$ cat config.mk
export PLATFORM = sky130hd
export DESIGN_NAME = csr_rmw_unit
export DESIGN_NICKNAME = d
export VERILOG_FILES = /design/src/rtl/csr_rmw_pkg.sv /design/src/rtl/csr_seq_ctrl.sv /design/src/rtl/csr_perm_check.sv /design/src/rtl/csr_update_calc.sv /design/src/rtl/csr_rmw_unit.sv
export SDC_FILE = /design/constraint.sdc
export NUM_CORES = 1
export LEC_CHECK = 0
export ABC_AREA = 1
export BUFFER_PORTS_ARGS = -buffer_cell sky130_fd_sc_hd__buf_2
export CAP_MARGIN = 20
export CORE_ASPECT_RATIO = 1.2
export CORE_MARGIN = 2
export CORE_UTILIZATION = 25
export DETAILED_ROUTE_END_ITERATION = 7
export PLACE_DENSITY = 0.44
export REMOVE_ABC_BUFFERS = 1
export SKIP_LAST_GASP = 1
export SLEW_MARGIN = 15
export SYNTH_ARGS = -nofsm -noshare
export SYNTH_HDL_FRONTEND = slang
export SYNTH_SLANG_ARGS = --single-unit
$ cat constraint.sdc
create_clock -name clk -period 1.49 [get_ports clk]
set_clock_uncertainty 0.2 [all_clocks]
set_input_delay 0.0745 -clock clk [delete_from_list [all_inputs] [get_ports clk]]
set_output_delay 0.0745 -clock clk [all_outputs]
set_load 0.01 [all_outputs]
$ cat src/rtl/csr_rmw_pkg.sv
package csr_rmw_pkg;

    localparam int unsigned CSR_ADDR_W = 12;

    typedef enum logic [1:0] {
        OP_NONE  = 2'b00,
        OP_SWAP  = 2'b01,
        OP_SET   = 2'b10,
        OP_CLEAR = 2'b11
    } csr_op_e;

    typedef enum logic [1:0] {
        ST_IDLE  = 2'b00,
        ST_CHECK = 2'b01,
        ST_WRITE = 2'b10
    } seq_state_e;

    typedef struct packed {
        logic illegal;
        logic do_wr;
    } verdict_t;

    // Least privilege level encoded in the address high nibble.
    function automatic logic [1:0] need_priv(input logic [3:0] addr_hi);
        return addr_hi[1:0];
    endfunction

    // Read-only registers live in the top quarter of the address space.
    function automatic logic is_read_only(input logic [3:0] addr_hi);
        return addr_hi[3:2] == 2'b11;
    endfunction

    // Whether an operation modifies the register.
    function automatic logic op_writes(input csr_op_e op, input logic src_zero);
        return (op == OP_SWAP) || (((op == OP_SET) || (op == OP_CLEAR)) && !src_zero);
    endfunction

endpackage

$ cat src/rtl/csr_seq_ctrl.sv
module csr_seq_ctrl
    import csr_rmw_pkg::*;
(
    input  logic       clk,
    input  logic       rst,
    input  logic       req_valid,
    output seq_state_e state,
    output logic       ready,
    output logic       accept
);

    seq_state_e state_d;

    assign ready  = (state == ST_IDLE);
    assign accept = ready && req_valid;

    always_comb begin
        case (state)
            ST_IDLE:  state_d = req_valid ? ST_CHECK : ST_IDLE;
            ST_CHECK: state_d = ST_WRITE;
            ST_WRITE: state_d = ST_IDLE;
            default:  state_d = ST_IDLE;
        endcase
    end

    always_ff @(posedge clk) begin
        if (rst) state <= ST_IDLE;
        else     state <= state_d;
    end

    // accepted request moves to the check phase next cycle
    a_r10_accept_to_check: assert property (@(posedge clk) disable iff (rst)
        accept |=> (state == ST_CHECK));

    // check phase is always followed by the write/response phase
    a_r10_check_to_write: assert property (@(posedge clk) disable iff (rst)
        (state == ST_CHECK) |=> (state == ST_WRITE));

endmodule

$ cat src/rtl/csr_perm_check.sv
module csr_perm_check
    import csr_rmw_pkg::*;
(
    input  logic [3:0] addr_hi,
    input  csr_op_e    op,
    input  logic       src_zero,
    input  logic [1:0] priv,
    input  logic       hit,
    output verdict_t   verdict
);

    logic writes;
    logic bad_priv;
    logic bad_ro;

    always_comb begin
        writes          = op_writes(op, src_zero);
        bad_priv        = priv < need_priv(addr_hi);
        bad_ro          = writes && is_read_only(addr_hi);
        verdict.illegal = !hit || (op == OP_NONE) || bad_priv || bad_ro;
        verdict.do_wr   = writes && !verdict.illegal;
    end

endmodule

$ cat src/rtl/csr_update_calc.sv
module csr_update_calc
    import csr_rmw_pkg::*;
#(
    parameter int unsigned XLEN = 32
) (
    input  csr_op_e           op,
    input  logic [XLEN-1:0]   old_val,
    input  logic [XLEN-1:0]   src,
    output logic [XLEN-1:0]   new_val
);

    always_comb begin
        case (op)
            OP_SWAP:  new_val = src;
            OP_SET:   new_val = old_val | src;
            OP_CLEAR: new_val = old_val & ~src;
            default:  new_val = old_val;
        endcase
    end

endmodule

$ cat src/rtl/csr_rmw_unit.sv
module csr_rmw_unit
    import csr_rmw_pkg::*;
#(
    parameter int unsigned XLEN = 32
) (
    input  logic                  clk,
    input  logic                  rst,
    input  logic                  req_valid,
    output logic                  req_ready,
    input  logic [CSR_ADDR_W-1:0] req_addr,
    input  logic [XLEN-1:0]       req_src,
    input  logic [1:0]            req_op,
    input  logic                  req_src_zero,
    input  logic [1:0]            req_priv,
    output logic                  rd_en,
    output logic [CSR_ADDR_W-1:0] rd_addr,
    input  logic [XLEN-1:0]       rd_data,
    input  logic                  rd_hit,
    output logic                  wr_en,
    output logic [CSR_ADDR_W-1:0] wr_addr,
    output logic [XLEN-1:0]       wr_data,
    output logic                  rsp_done,
    output logic [XLEN-1:0]       rsp_data,
    output logic                  rsp_illegal
);

    localparam int unsigned HI_LSB = CSR_ADDR_W - 4;

    seq_state_e            state;
    logic                  accept;

    logic [CSR_ADDR_W-1:0] addr_q;
    logic [XLEN-1:0]       src_q;
    csr_op_e               op_q;
    logic                  zero_q;
    logic [1:0]            priv_q;

    logic [XLEN-1:0]       old_q;
    logic [XLEN-1:0]       new_q;
    verdict_t              verdict_q;

    verdict_t              verdict_c;
    logic [XLEN-1:0]       new_c;

    csr_seq_ctrl u_seq (
        .clk       (clk),
        .rst       (rst),
        .req_valid (req_valid),
        .state     (state),
        .ready     (req_ready),
        .accept    (accept)
    );

    csr_perm_check u_perm (
        .addr_hi  (addr_q[CSR_ADDR_W-1:HI_LSB]),
        .op       (op_q),
        .src_zero (zero_q),
        .priv     (priv_q),
        .hit      (rd_hit),
        .verdict  (verdict_c)
    );

    csr_update_calc #(.XLEN(XLEN)) u_calc (
        .op      (op_q),
        .old_val (rd_data),
        .src     (src_q),
        .new_val (new_c)
    );

    // Request capture on acceptance.
    always_ff @(posedge clk) begin
        if (rst) begin
            addr_q <= '0;
            src_q  <= '0;
            op_q   <= OP_NONE;
            zero_q <= 1'b0;
            priv_q <= 2'b00;
        end else if (accept) begin
            addr_q <= req_addr;
            src_q  <= req_src;
            op_q   <= csr_op_e'(req_op);
            zero_q <= req_src_zero;
            priv_q <= req_priv;
        end
    end

    // Read-and-check phase result capture.
    always_ff @(posedge clk) begin
        if (rst) begin
            old_q     <= '0;
            new_q     <= '0;
            verdict_q <= '0;
        end else if (state == ST_CHECK) begin
            old_q     <= rd_data;
            new_q     <= new_c;
            verdict_q <= verdict_c;
        end
    end

    assign rd_en       = (state == ST_CHECK);
    assign rd_addr     = addr_q;
    assign rsp_done    = (state == ST_WRITE);
    assign wr_en       = rsp_done && verdict_q.do_wr;
    assign wr_addr     = addr_q;
    assign wr_data     = new_q;
    assign rsp_illegal = rsp_done && verdict_q.illegal;
    assign rsp_data    = (rsp_done && !verdict_q.illegal) ? old_q : '0;

    // trap and write never coincide
    a_r9_no_write_on_trap: assert property (@(posedge clk) disable iff (rst)
        rsp_illegal |-> !wr_en);

    // trap indication lasts a single cycle
    a_r9_trap_single: assert property (@(posedge clk) disable iff (rst)
        rsp_illegal |=> !rsp_illegal);

    // a read is followed by the response
    a_r10_read_then_done: assert property (@(posedge clk) disable iff (rst)
        rd_en |=> rsp_done);

    // a response is always preceded by a read
    a_r10_done_after_read: assert property (@(posedge clk) disable iff (rst)
        rsp_done |-> $past(rd_en));

    // read-only registers are never written
    a_r2_no_ro_write: assert property (@(posedge clk) disable iff (rst)
        wr_en |-> (wr_addr[CSR_ADDR_W-1:CSR_ADDR_W-2] != 2'b11));

    // writes only happen with sufficient privilege
    a_r1_priv_ok: assert property (@(posedge clk) disable iff (rst)
        wr_en |-> (priv_q >= wr_addr[CSR_ADDR_W-3:CSR_ADDR_W-4]));

endmodule

Word-level counts from Yosys, hierarchy flattened
Index checks and enable logic that the tools add are counted.
Widths: inputs -> output; s select.
{"block": "word_totals", "output_inout_bits": 93, "register_bits": 117, "word_cells": 42, "in_bits": 85}
{"block": "op_classes", "reduce_logical": 18, "mux": 4, "magnitude_cmp": 1, "eq_ne": 6, "bitwise_logic": 3}
{"cell": "$pmux 32 s3", "count": 1}
{"cell": "$and 32x32->32", "count": 1}
{"cell": "$mux 32", "count": 1}
{"cell": "$not 32->32", "count": 1}
{"cell": "$or 32x32->32", "count": 1}
{"cell": "$eq 2x2->1 const B", "count": 4}
{"cell": "$logic_and 1x1->1", "count": 7}
{"cell": "$logic_or 1x1->1", "count": 5}
{"cell": "$eq 2x1->1 const B", "count": 2}
{"cell": "$logic_not 1->1", "count": 4}
{"cell": "$logic_not 2->1", "count": 2}
{"cell": "$pmux 2 s2", "count": 1}
{"cell": "$lt 2x2->1", "count": 1}
{"cell": "$mux 1", "count": 1}

Depth between registers and ports, before layout
Gate-level depths: netlist (run 1).
{"block": "depth", "word_depth": 8, "ltp_mapped": 9, "ltp_nobuf": 7}

Modules after synthesis
Synthesis (run 1) repeated with hierarchy kept, for this count alone.
{"block": "unflattened", "hier_cells": 955, "hier_area_um2": 5881.9}
{"module": "csr_rmw_unit", "cells_each": 726, "instances": 1, "seq_area_each_um2": 2302.2, "area_each_um2": 4839.6}
{"module": "csr_update_calc", "cells_each": 209, "instances": 1, "seq_area_each_um2": 0.0, "area_each_um2": 894.6}
{"module": "csr_perm_check", "cells_each": 13, "instances": 1, "seq_area_each_um2": 0.0, "area_each_um2": 77.6}
{"module": "csr_seq_ctrl", "cells_each": 7, "instances": 1, "seq_area_each_um2": 40.0, "area_each_um2": 70.1}

Worst setup path after synthesis (run 1)
No wires, ideal clock.
{"block": "synth_timing", "kind": "flip-flop to output port", "startpoint": "register u_seq.state[1]", "endpoint": "output port rsp_data[10]", "required_ps": 1216, "n_path_buf": 1, "path_stages_with_launch": 6, "t_arrival_ps": 1150, "path_slack_ps": 66, "cell_sequence": "dfxtp_1 inv_1 nor2_1 nand2_1 clkbuf_1 nor2_1"}
{"block": "synth_between", "elab_chain_cells": 3}
{"element": "from (decl)", "line_no": "csr_seq_ctrl.sv:7", "text": "output seq_state_e state,"}
{"element": "from (signal assigned)", "line_no": "csr_seq_ctrl.sv:28", "text": "else state <= state_d;"}
{"element": "$eq 2x2->1", "line_no": "csr_rmw_unit.sv:102", "text": "assign rsp_done = (state == ST_WRITE);"}
{"element": "via rsp_done", "line_no": "csr_rmw_unit.sv:22", "text": "output logic rsp_done,"}
{"element": "$logic_and 1x1->1", "line_no": "csr_rmw_unit.sv:107", "text": "assign rsp_data = (rsp_done && !verdict_q.illegal) ? old_q : '0;"}
{"element": "$mux 32", "line_no": "csr_rmw_unit.sv:107"}
{"element": "to (decl)", "line_no": "csr_rmw_unit.sv:23", "text": "output logic [XLEN-1:0] rsp_data,"}
The timed path passes the listed nets, and every way through them passes these cells.

Worst setup path after layout (run 1)
{"block": "layout_timing", "startpoint": "register u_seq.state[0]", "endpoint": "output port rsp_data[17]"}
{"block": "layout_between", "elab_chain_cells": 3}
{"element": "$eq 2x2->1", "line_no": "csr_rmw_unit.sv:102"}
{"element": "$logic_and 1x1->1", "line_no": "csr_rmw_unit.sv:107"}
{"element": "$mux 32", "line_no": "csr_rmw_unit.sv:107"}
No other way between the ends.

==> impl_metrics.toml, run 1 <==
[status]
status = "finished with violations"
violations = "negative setup slack"

[critical_path]
critPathMaxFanout = 8
r2r_slack_ps = -60
worstPathArrival_ps = 1560
r2r_cells = 7
endpoint_kind = "output pin"
start_kind = "flop"
rr_endpoint = "old_q[18]$_SDFFE_PP0P_"
cp_data_required_time_ps = 1220
path_class = "flop to output pin"
r2r_start = "u_seq.state[0]$_SDFF_PP0_"

[power]
power_density_nw_per_um2 = 1030
peakVddDrop_v = 0.000783
finalPower_mw = 9.70
leakagePower_nw = 4.26

[cells_and_area]
nets = 1115
final_layout_size_suffix_gt1_frac = 0.369
area_delta_synth_final_pct = 81.9
instances_no_fill = 1303
num_antenna_cells = 0
fillers = 2034

[die]
rows = 57
pin_count = 178
die_area_um2 = 21800
coreArea_um2 = 20300
initial_core_util = 0.255
die_x_um = 135
die_y_um = 161

[synthesis]
netlist.area_leader.share = 0.454
synth-compound-area-share = 0.129
synth_top_family_by_area = "simple AND/OR/NAND/NOR gates"
ys_seq_area_frac = 0.454
ys_types = 23
synth_mux_area_frac = 0
synth_ff_type = "dfxtp_1"
synthArstFlopShare = 0
synth_top_area_cell = "dfxtp_1"
ys_top_cells_by_area = "dfxtp_1, nor2_1, nand2_1"
synthXorXnorAreaFrac = 0.00315
synthAdderAreaFrac = 0.00242
ys_seq_elements = 117
synthTopCellsByCount = "nor2_1, nand2_1, dfxtp_1, inv_1, a21oi_1"
synth_area_um2 = 5160
synthMostInstantiatedCell = "nor2_1"
avgSynthCellArea_um2 = 6.92
yosys_warnings = 0
synthSimpleGateAreaFrac = 0.282
netlist_instances = 746
synth_edf_count = 0

[sta]
drv_slew = 0
relSlewSlack = 0.775
period_minus_slack_ps = 1840
hold_viol = 0
rsz0062_at_grt = "true"
worstMarginPinSlew_ps = 337
fmax_mhz = 544
setup_violations = 70
finalCritPeriodShare = 1.23
setup_ws_ps = -348

[clock_tree]
cts_sinks = 117
cts_buffers = 17
htree_levels = 4
worstSkewPairLatency_ps = 410
path_clk_slew_ps = 60
cts_tree = "done"
cts.path.max_buffers = 2
root_buffer = "clkbuf_16"

[global_routing]
grt_use_total = 0.172
overflow = 0
grt_pass1_vias = 5300
grt_pass1_wl_mm = 28.6
antenna_found_initial = 0
grt_max_degree = 55

[min_path]
hold_class = "input port to flop"
holdPathEnd = "op_q[0]$_SDFFE_PP0P_"
hold_depth = 4
worstHoldStart = "req_valid"

[drt]
wirelength_mm = 21.6
viasPerCell = 4.41
routedWlPerCell_um = 16.6
drc = 0
drtIter0Drc = 231
final_antenna_net_count = 0
dr.pass1.iters = 5
vias = 5743

[place]
port_buffers = 177
hpwl_mm = 10.5
place.gp.congestion = 0.707
placedCellCount = 1149

[run]
cap_violations = 0
-- timing repair --
item                                   in CTS  in global routing
setup endpoints to repair                  68                130
hold buffers                               83                  0
gates cloned                                8                 17
buffers inserted                           11                  9
pin swaps                                   4                 43
endpoints found under the hold margin     117                  0
gates resized for setup                    58                178
-- worst max path at each step --
stage / startpoint / endpoint / slack [ps] / depth (start not counted)
finish: u_seq.state[0]$_SDFF_PP0_ / rsp_data[17] / -350 / 6
global placement: op_q[1]$_SDFFE_PP0P_ / wr_data[21]$_SDFFE_PP0P_ / -240 / 5
detailed placement: op_q[1]$_SDFFE_PP0P_ / wr_data[17]$_SDFFE_PP0P_ / -280 / 5
CTS: u_seq.state[0]$_SDFF_PP0_ / rsp_data[0] / -310 / 6
global route: u_seq.state[0]$_SDFF_PP0_ / rsp_data[24] / -400 / 6
floorplan: u_seq.state[1]$_SDFF_PP0_ / wr_data[0]$_SDFFE_PP0P_ / -1380 / 7
-- state kept, by name, indices dropped and copies added, names as in the netlist --
| signal | cells |
|---|---|
| wr_data | 32 |
| priv_q | 2 |
| zero_q | 1 |
| u_seq.state | 2 |
| verdict_q | 2 |
| op_q | 2 |
| src_q | 32 |
| old_q | 32 |
| rd_addr | 12 |
-- per-stage QoR --
step	worst slack, ps	cell area, µm²	hold WS, ps	utilization	TNS [ps]
2_1_floorplan	-1380	4780	-56.4	-	-91040
3_3_place_gp	-243	6370	127	0.314	-7180
3_5_place_dp	-278	6370	128	0.314	-8030
4_1_cts	-312	8270	15.0	0.408	-11800
5_1_grt	-404	9380	2.56	0.463	-17710
6_report	-348	9380	1.46	0.463	-11890
-- layer usage --
layer / part of all wire / track usage
met5: 0 / 0
met4: 0.015 / 0.0507
met3: 0.044 / 0.0414
met2: 0.51 / 0.304
met1: 0.43 / 0.207
-- power by group --
part / leakage (nW) / total (mW) / switching [mW] / internal (mW)
sequential: 0.963 / 3.48 / 0.131 / 3.35
combinational: 3.01 / 2.23 / 1.13 / 1.10
clock: 0.286 / 4.00 / 1.44 / 2.56
total: 4.26 / 9.70 / 2.70 / 7.00
-- worst max-delay path, cell delays in order (launching register included) --
cell       delay (ps)
dfxtp_2           320
buf_6             110
nor2_4            170
nand2_8           120
clkbuf_16         200
nor2_1             80
buf_2             130
-- placed cells by master (no fill, tap or decap) --
master | Yosys | routed
buf_6 | 3 | 29
dfxtp_4 | 0 | 2
a211oi_1 | 36 | 31
nand2_8 | 0 | 3
buf_2 | 13 | 155
clkbuf_8 | 3 | 7
nand2_4 | 0 | 7
o21ai_1 | 12 | 24
buf_4 | 18 | 10
dfxtp_1 | 117 | 113
clkinv_2 | 0 | 3
buf_12 | 0 | 21
nand2_2 | 1 | 5
a21oi_1 | 47 | 32
ha_1 | 1 | 1
o21ai_2 | 0 | 4
inv_6 | 0 | 1
dfxtp_2 | 0 | 2
nand3_2 | 0 | 2
buf_8 | 0 | 1
o21ai_0 | 20 | 4
nand2_1 | 166 | 152
a211oi_2 | 0 | 5
nand3_1 | 34 | 32
xor2_4 | 0 | 1
inv_12 | 0 | 1
inv_1 | 74 | 72
nor2_2 | 1 | 23
dlygate4sd3_1 | 0 | 83
nor2_4 | 0 | 41
a21oi_2 | 0 | 15
clkbuf_16 | 0 | 32
inv_2 | 3 | 1
nor2_1 | 173 | 111
clkinv_8 | 0 | 1
bufinv_16 | 0 | 1
inv_4 | 0 | 1
buf_16 | 0 | 9
-- cell families after synthesis --
kind of cell | count (synthesis)
compound gates | 115
simple gates | 375
fa+ha+maj | 1
buf+inv | 137
flops | 117
xor+xnor | 1
-- layout make-up --
type | count | area, µm² | area share
inverter | 77 | 322 | 0.0343
multi-input combinational | 493 | 2750 | 0.293
tap | 265 | 332 | 0.0353
timing repair buffer | 323 | 3070 | 0.327
clock buffer | 24 | 522 | 0.0556
sequential | 117 | 2350 | 0.251
clock inverter | 4 | 45.0 | 0.00480
Power figures use the tool's default switching activity.
==> inputs of run 2 (changes only) <==
--- a/config.mk
+++ b/config.mk
@@ -11,6 +11,7 @@
 export CORE_ASPECT_RATIO = 1.2
 export CORE_MARGIN = 2
 export CORE_UTILIZATION = 25
+export CTS_BUF_LIST = sky130_fd_sc_hd__clkbuf_16
 export DETAILED_ROUTE_END_ITERATION = 7
 export PLACE_DENSITY = 0.44
 export REMOVE_ABC_BUFFERS = 1
==> run 2 against run 1 <==
  * Register-to-register slack is essentially flat
  * Cell count shrank 1.0%
  * The run still ends with negative setup slack left
  * Utilization shrank 3.3 points
  * Setup slack gained 39 ps
  * Routed wire length shrank 6.7%
  * Highest routed layer unchanged
  * First-iteration DRC count grew 23%
  * Combinational power down 15%
  * Die area unchanged
  * Clock power is 9.8% lower
==> impl_metrics.toml, run 2 (synthesis results as in run 1) <==
[status]
status = "finished with violations"
violations = "negative setup slack"

[power]
peakVddDrop_v = 0.000787
power_density_nw_per_um2 = 1030
leakagePower_nw = 4.00

[cells_and_area]
final_util = 0.431
layout_commonest_cell = "nand2_1"
num_antenna_cells = 0
area_delta_synth_final_pct = 69.0
instances_no_fill = 1290
nets = 1102
layout_common_cells = "nand2_1, buf_2, nor2_1, dfxtp_1, dlygate4sd3_1"
final_layout_size_suffix_gt1_frac = 0.307

[drt]
final_antenna_net_count = 0
drc = 0
drtIter0Drc = 283
wirelength_mm = 20.2
viasPerCell = 4.34
vias = 5598
dr.pass1.iters = 6
routedWlPerCell_um = 15.6

[sta]
hold_viol = 0
setup_ws_ps = -308
period_minus_slack_ps = 1800
worstMarginPinSlew_ps = 347
drv_slew = 0
fin_hold_ws_ps = 19.5
finalCritPeriodShare = 1.21
setup_violations = 88
relSlewSlack = 0.769
fmax_mhz = 556
rsz0062_at_grt = "true"

[critical_path]
path_class = "flop to output pin"
worstPathArrival_ps = 1520
r2r_slack_ps = -60
endpoint_kind = "output pin"
critPathMaxFanout = 16
cp_data_required_time_ps = 1220
start_kind = "flop"

[clock_tree]
cts_tree = "done"
cts.path.max_buffers = 2
htree_levels = 4
worstSkewPairLatency_ps = 410
cts_sinks = 117
path_clk_slew_ps = 50
cts_buffers = 17
root_buffer = "clkbuf_16"

[die]
die_area_um2 = 21800
die_x_um = 135
pin_count = 178
die_y_um = 161
initial_core_util = 0.255
rows = 57
coreArea_um2 = 20300

[place]
port_buffers = 177
place.gp.congestion = 0.707
hpwl_mm = 10.5
placedCellCount = 1149

[run]
cap_violations = 0

[global_routing]
antenna_found_initial = 0
grt_pass1_vias = 5262
grt_pass1_wl_mm = 28.1
grt_max_degree = 55
grt_use_total = 0.169
overflow = 0

[min_path]
hold_class = "input port to flop"
==> run 2: changes by cell type in the layout (fill, tap and decap cells not counted), moves of 5 or more <==
cell       before  now
a21oi_1        32   47
a21oi_2        15    0
clkbuf_16      32   26
clkbuf_8        7    0
clkinv_1        0    7
nand2_1       152  164
nand2_2         5    0
nand2_4         7    2
nor2_1        111  129
nor2_2         23   15
nor2_4         41   31
o21ai_0         4   19
o21ai_1        24   13
==> run 2: layout make-up <==
class | instances | area [µm²]
fillers | 2109 | 11500
repair buffers | 310 | 2730
flip-flops and latches | 117 | 2350
clock buffers | 17 | 425
inverters | 77 | 302
multi-input cells | 493 | 2510
well taps | 265 | 332
clock inverters | 11 | 71.3
==> run 2: stage by stage <==
| stage | setup TNS, ps | worst slack, ps | total power, mW | instance area (µm²) |
|---|---|---|---|---|
| final | -10810 | -308 | 8.98 | 8720 |
| after detailed placement | -8030 | -278 | 4.86 | 6370 |
| after floorplan | -91040 | -1380 | 4.15 | 4780 |
| after CTS | -11310 | -312 | 8.86 | 8070 |
| after global routing | -18990 | -408 | 9.42 | 8720 |
| after global placement | -7180 | -243 | 4.86 | 6370 |
==> run 2: path summary, 6_finish.rpt <==
path                                                 from                        to  cells past startpoint
worst max-delay path            u_seq.state[1]$_SDFF_PP0_              rsp_data[14]                      6
worst min-delay path                            req_valid    src_q[31]$_SDFFE_PP0P_                      5
worst max register to register  u_seq.state[0]$_SDFF_PP0_  wr_data[16]$_SDFFE_PP0P_                     10
worst min register to register     old_q[16]$_SDFFE_PP0P_    old_q[16]$_SDFFE_PP0P_                      2
==> run 2: timing repair <==
action	4_1_cts	5_1_grt
pin swaps	3	18
hold buffers	83	0
gates cloned	5	11
endpoints found under the hold margin	117	0
endpoints found under the setup margin	68	131
resized for setup	52	90
setup buffers	9	7
==> run 2: layer usage <==
layer,vias to the layer above,share of wire,global-route usage
met5,-,0,0
met4,0,0.015,0.0488
met3,18,0.050,0.0405
met2,161,0.50,0.297
met1,2555,0.43,0.204
li1,2864,-,-
==> run 2: critical path, stage by stage (launching register included) <==
cell and delay (ps):
dfxtp_2 360, inv_4 60, nor2_4 130, nand2_4 130, buf_16 190, nor2_1 90
buf_2 130
==> run 2: where the power goes <==
part,internal (mW),switching (mW)
logic,0.906,0.993
clock network,2.20,1.41
registers,3.35,0.127
